[src/rtl/rc_pkg.sv]
package rc_pkg;

    typedef enum logic [1:0] {
        ST_RUN = 2'd0,
        ST_PIN = 2'd1,
        ST_WDT = 2'd2,
        ST_GO  = 2'd3
    } rc_state_e;

    typedef enum logic {
        KIND_POWERON = 1'b0,
        KIND_MANUAL  = 1'b1
    } rc_kind_e;

    typedef struct packed {
        logic     cpu;
        logic     periph;
        logic     go;
        rc_kind_e kind;
    } rc_out_t;

    function automatic rc_out_t rc_decode(rc_state_e st, rc_kind_e k);
        rc_out_t o;
        o.cpu    = (st == ST_PIN) || (st == ST_WDT);
        o.periph = o.cpu && (k == KIND_POWERON);
        o.go     = (st == ST_GO);
        o.kind   = k;
        return o;
    endfunction

endpackage

[src/rtl/rc_pin_qual.sv]
module rc_pin_qual #(
    parameter int SYNC_STAGES = 2,
    parameter int MIN_LOW     = 10
) (
    input  logic clk,
    input  logic rst,
    input  logic pin_n,
    output logic pin_low_o,
    output logic pin_hit_o
);
    localparam int CW = $clog2(MIN_LOW + 1);

    logic [SYNC_STAGES-1:0] sync_q;
    logic [CW-1:0]          low_cnt;

    for (genvar g = 0; g < SYNC_STAGES; g++) begin : g_stage
        if (g == 0) begin : g_first
            always_ff @(posedge clk) begin
                if (rst) sync_q[0] <= 1'b1;
                else     sync_q[0] <= pin_n;
            end
        end else begin : g_next
            always_ff @(posedge clk) begin
                if (rst) sync_q[g] <= 1'b1;
                else     sync_q[g] <= sync_q[g-1];
            end
        end
    end

    assign pin_low_o = ~sync_q[SYNC_STAGES-1];

    always_ff @(posedge clk) begin
        if (rst || !pin_low_o)
            low_cnt <= '0;
        else if (low_cnt != CW'(MIN_LOW))
            low_cnt <= low_cnt + 1'b1;
    end

    assign pin_hit_o = pin_low_o && (low_cnt == CW'(MIN_LOW - 1));

    p_hit_once_r2: assert property (@(posedge clk) disable iff (rst)
        pin_hit_o |=> !pin_hit_o);

    p_hit_after_low_r3: assert property (@(posedge clk) disable iff (rst)
        pin_hit_o |-> $past(pin_low_o));

endmodule

[src/rtl/rc_hold_timer.sv]
module rc_hold_timer #(
    parameter int HOLD = 16
) (
    input  logic clk,
    input  logic rst,
    input  logic load_i,
    input  logic run_i,
    output logic done_o
);
    localparam int TW = (HOLD > 1) ? $clog2(HOLD) : 1;

    logic [TW-1:0] cnt;

    always_ff @(posedge clk) begin
        if (rst || load_i)
            cnt <= '0;
        else if (run_i && !done_o)
            cnt <= cnt + 1'b1;
    end

    assign done_o = run_i && (cnt == TW'(HOLD - 1));

    p_load_clears_r5: assert property (@(posedge clk) disable iff (rst)
        load_i |=> !done_o);

endmodule

[src/rtl/rc_seq.sv]
module rc_seq
    import rc_pkg::*;
(
    input  logic    clk,
    input  logic    rst,
    input  logic    pin_low_i,
    input  logic    pin_hit_i,
    input  logic    wdog_ovf_i,
    input  logic    wdog_manual_i,
    input  logic    hold_done_i,
    output logic    hold_load_o,
    output logic    hold_run_o,
    output rc_out_t out_o
);
    rc_state_e state, state_nxt;
    rc_kind_e  kind,  kind_nxt;

    always_comb begin
        state_nxt   = state;
        kind_nxt    = kind;
        hold_load_o = 1'b0;
        unique case (state)
            ST_RUN: begin
                if (pin_hit_i) begin
                    state_nxt = ST_PIN;
                    kind_nxt  = KIND_POWERON;
                end else if (wdog_ovf_i) begin
                    state_nxt   = ST_WDT;
                    kind_nxt    = wdog_manual_i ? KIND_MANUAL : KIND_POWERON;
                    hold_load_o = 1'b1;
                end
            end
            ST_PIN: begin
                if (!pin_low_i) state_nxt = ST_GO;
            end
            ST_WDT: begin
                if (pin_hit_i) begin
                    state_nxt = ST_PIN;
                    kind_nxt  = KIND_POWERON;
                end else if (hold_done_i) begin
                    state_nxt = ST_GO;
                end
            end
            ST_GO: begin
                if (pin_hit_i) begin
                    state_nxt = ST_PIN;
                    kind_nxt  = KIND_POWERON;
                end else begin
                    state_nxt = ST_RUN;
                end
            end
            default: state_nxt = ST_RUN;
        endcase
    end

    always_ff @(posedge clk) begin
        if (rst) begin
            state <= ST_RUN;
            kind  <= KIND_POWERON;
        end else begin
            state <= state_nxt;
            kind  <= kind_nxt;
        end
    end

    assign hold_run_o = (state == ST_WDT);
    assign out_o      = rc_decode(state, kind);

    p_go_single_r8: assert property (@(posedge clk) disable iff (rst)
        out_o.go |=> !out_o.go);

    p_go_after_reset_r4: assert property (@(posedge clk) disable iff (rst)
        out_o.go |-> $past(out_o.cpu));

    p_pin_release_r4: assert property (@(posedge clk) disable iff (rst)
        (out_o.cpu && out_o.periph && !hold_run_o && !pin_low_i) |=> out_o.go);

    p_kind_hold_r7: assert property (@(posedge clk) disable iff (rst)
        (out_o.cpu && $past(out_o.cpu)) |-> ($stable(out_o.kind) || out_o.kind == KIND_POWERON));

    p_kind_at_go_r7: assert property (@(posedge clk) disable iff (rst)
        out_o.go |-> $stable(out_o.kind));

    p_upgrade_r9: assert property (@(posedge clk) disable iff (rst)
        (hold_run_o && pin_hit_i) |=> (out_o.periph && out_o.kind == KIND_POWERON));

endmodule

[src/rtl/reset_ctrl.sv]
module reset_ctrl
    import rc_pkg::*;
#(
    parameter int SYNC_STAGES = 2,
    parameter int MIN_LOW     = 10,
    parameter int WDT_HOLD    = 16
) (
    input  logic clk,
    input  logic rst,
    input  logic ext_rst_n,
    input  logic wdog_ovf,
    input  logic wdog_manual,
    output logic cpu_rst,
    output logic periph_rst,
    output logic rst_kind,
    output logic vec_start
);
    logic    pin_low, pin_hit;
    logic    hold_load, hold_run, hold_done;
    rc_out_t outs;

    rc_pin_qual #(
        .SYNC_STAGES (SYNC_STAGES),
        .MIN_LOW     (MIN_LOW)
    ) u_pin (
        .clk       (clk),
        .rst       (rst),
        .pin_n     (ext_rst_n),
        .pin_low_o (pin_low),
        .pin_hit_o (pin_hit)
    );

    rc_hold_timer #(
        .HOLD (WDT_HOLD)
    ) u_hold (
        .clk    (clk),
        .rst    (rst),
        .load_i (hold_load),
        .run_i  (hold_run),
        .done_o (hold_done)
    );

    rc_seq u_seq (
        .clk           (clk),
        .rst           (rst),
        .pin_low_i     (pin_low),
        .pin_hit_i     (pin_hit),
        .wdog_ovf_i    (wdog_ovf),
        .wdog_manual_i (wdog_manual),
        .hold_done_i   (hold_done),
        .hold_load_o   (hold_load),
        .hold_run_o    (hold_run),
        .out_o         (outs)
    );

    assign cpu_rst    = outs.cpu;
    assign periph_rst = outs.periph;
    assign vec_start  = outs.go;
    assign rst_kind   = outs.kind;

    p_periph_needs_cpu_r8: assert property (@(posedge clk) disable iff (rst)
        periph_rst |-> cpu_rst);

    p_ovf_ignored_r10: assert property (@(posedge clk) disable iff (rst)
        (cpu_rst && $past(cpu_rst) && wdog_ovf) |=> (cpu_rst || vec_start));

endmodule

[config.mk]
export PLATFORM = sky130hd
export DESIGN_NAME = reset_ctrl
export DESIGN_NICKNAME = d
export VERILOG_FILES = /design/src/rtl/rc_pkg.sv /design/src/rtl/rc_pin_qual.sv /design/src/rtl/rc_hold_timer.sv /design/src/rtl/rc_seq.sv /design/src/rtl/reset_ctrl.sv
export SDC_FILE = /design/constraint.sdc
export NUM_CORES = 1
export LEC_CHECK = 0
export ABC_CLOCK_PERIOD_IN_PS = 1900
export BUFFER_PORTS_ARGS = -buffer_cell sky130_fd_sc_hd__buf_2
export CAP_MARGIN = 5
export CORE_AREA = 2 2 58 60
export DETAILED_ROUTE_END_ITERATION = 8
export DIE_AREA = 0 0 60 62
export PLACE_DENSITY_LB_ADDON = 0.08
export SETUP_SLACK_MARGIN = 0.05
export SLEW_MARGIN = 20
export SYNTH_ARGS = -nofsm -noshare
export SYNTH_HDL_FRONTEND = slang
export SYNTH_SLANG_ARGS = --single-unit
[constraint.sdc]
create_clock -name clk -period 1.9 [get_ports clk]
set_input_delay 0.38 -clock clk [delete_from_list [all_inputs] [get_ports clk]]
set_output_delay 0.38 -clock clk [all_outputs]
set_load 0.02 [all_outputs]
==> impl_metrics.toml <==
[routing]
wirelength_um = 1530
drtPass1Iterations = 4
post_drt_wl_per_cell_um = 11.2
ant_nets = 0
vias = 580
vias_per_cell = 4.23
drc = 0
drtIter0Drc = 21

[die]
die_h_um = 62
core_area_um2 = 3180
die_area_um2 = 3720
start_util = 0.236
io_pins = 9
rows = 21
chipWidth_um = 60

[clock_network]
cts_max_path_buffers = 2
cts_tree = "built"
cts_root_buffer = "clkbuf_4"
htreeDepth = 1
cts_setup_buffers = 0
numCtsBuffers = 3
clkLatencyLatePin_ns = 0.28
clkSlewWorstSetupHoldPaths_ns = 0.09
clock-sinks = 13

[synth]
netlist_instances = 79
synthArstFlopShare = 0
yosys_warnings = 0
syn_area_per_cell_um2 = 9.49
synth_top_cells_by_count = "dfxtp_1, ha_1, nor2_1, nand3_1"
yosysSeqAreaShare = 0.347
yosys.area.top_type_share = 0.347
synth.distinct_cells = 32
synth_top_area_cell = "dfxtp_1"
ys.flop_type = "dfxtp_1"
synth_nets = 92
synth_area_um2 = 749
synth.area.top_cells = "dfxtp_1, ha_1, xor2_1"
synth-edff-count = 0
synth-seq-cells = 13
yosysMostFrequentCell = "dfxtp_1"

[placed_design]
hpwl_um = 1160
portBuffers = 8
place_ws_ns = 0.113
gp_congestion = 0.718

[timing]
rsz0062_at_grt = "false"
worst_pin_slew_ns = 0.302
drv_slew = 0
max_freq_mhz = 575
setup_viol = 0
relSlewSlack = 0.794
hold_viol = 0
fin_crit_sh = 0.915
finalClockSkew_ns = 0.00636
worst_slack_ns = 0.161
fin_tns_setup_ns = 0
layout_min_cycle_time_ns = 1.74

[hold_path]
hp-class = "in -> reg"
holdCritStartpoint = "ext_rst_n"

[pwr]
vdd_drop_max_v = 0.000470
p_per_area_nw_per_um2 = 1310
p_leak_nw = 0.345

[worst_setup_path]
critPathKind = "reg -> reg"
crit_path_start_kind = "flop"
reg2reg_to = "u_seq.state[0]"
regToRegSetupSlack_ns = 0.16
cp_max_fo = 6
crit_start = "u_seq.state[1]"
cp-endpoint = "u_seq.state[0]"
r2r-start = "u_seq.state[1]"
arrival_ns = 1.93
critical_path_required_ns = 2.09
reg2reg_depth = 6
critPathCaptureType = "flop"

[final_layout]
final_nets = 105
fill_cells = 359
finalCoreUtilization = 0.278
drive_gt1_frac = 0.264
syn_to_final_growth_pct = 17.9
antenna_cells = 0

[global_routing]
first_global_vias = 537
antenna_found_initial = 0
grt_pass1_wl_um = 2610
grt_overflow = 0
grt_usage = 0.0995
grt_start_max_net_pins = 11

[status]
outcome = "finished, final reports clean"

[run]
max_cap_violations = 0
[metal layers]
metal / GRT usage / vias to the layer above / wire [µm]
met5: 0 / - / 0
met4: 0.0571 / 0 / 19
met1: 0.129 / 260 / 761
li1: - / 306 / -
met2: 0.146 / 12 / 698
met3: 0.0311 / 2 / 50
[worst max-delay path, stage by stage, from the launching register on]
cell and delay (ns):
dfxtp_2 0.37, inv_1 0.08, ha_1 0.23, nor2b_2 0.21
o41ai_4 0.38, a21oi_1 0.12, a311oi_1 0.26
[power by group]
group	switching, W	leakage, nW	total, W	internal (W)
combinational	0.000361	0.224	0.000632	0.000271
clock	0.0000951	0.0150	0.000176	0.0000813
sequential	0.0000365	0.106	0.000352	0.000316
[what timing repair did]
| item | CTS | global route |
|---|---|---|
| hold buffers | 0 | 0 |
| setup endpoints to repair | 0 | 2 |
| gates resized for setup | 0 | 2 |
[flip-flops by register name, summed over array words and instances (netlist names)]
register       count
u_pin.sync_q       2
u_seq.state        2
u_pin.low_cnt      4
u_hold.cnt         4
u_seq.kind         1
[layout by cell type, fill, tap and decap left out, types with 2 or more instances in the layout]
cell type	n
nand3_1	5
a31o_2	2
xor2_1	4
buf_2	8
nor2b_2	2
nor2b_1	2
or2_2	2
nor3_1	3
ha_1	8
nand2_1	4
nor2_1	7
a21oi_1	4
inv_1	4
clkbuf_4	3
dfxtp_1	12
[layout make-up]
cell class	count	area, µm²	area share
timing repair buffer	9	47.5	0.0538
tap	46	57.6	0.0652
multi-input combinational	60	472	0.534
sequential	13	262	0.296
inverter	5	18.8	0.0212
clock buffer	4	26.3	0.0297
[through the flow]
stage               power [W]  hold WS (ns)  instance area (µm²)  cells
floorplan            0.000830         0.389                  749     79
global placement     0.000987         0.395                  851    133
detailed placement   0.000977         0.406                  851    133
CTS                   0.00116         0.273                  877    137
global route          0.00126         0.272                  883    137
finish                0.00116         0.287                  883    137
[cells by family after synthesis]
| kind of cell | after synthesis | share of synthesized area |
|---|---|---|
| and+or+nand+nor | 29 | 0.209 |
| AOI/OAI and AO/OA | 17 | 0.207 |
| DFF | 13 | 0.347 |
| adders and majority gates | 8 | 0.134 |
| buffers and inverters | 6 | 0.0300 |
| xor gates and xnor gates | 5 | 0.0584 |
| muxes | 1 | 0.0150 |
[worst min-delay path by stage]
stage	end	cells after the start	slack, ns
2_1_floorplan	u_pin.sync_q[1]	1	0.39
3_3_place_gp	u_pin.sync_q[1]	1	0.40
3_5_place_dp	u_pin.sync_q[1]	1	0.41
4_1_cts	u_pin.sync_q[0]	2	0.27
5_1_grt	u_pin.sync_q[0]	2	0.27
6_report	u_pin.sync_q[0]	2	0.29
No activity file was read; power rests on OpenSTA's default activity.
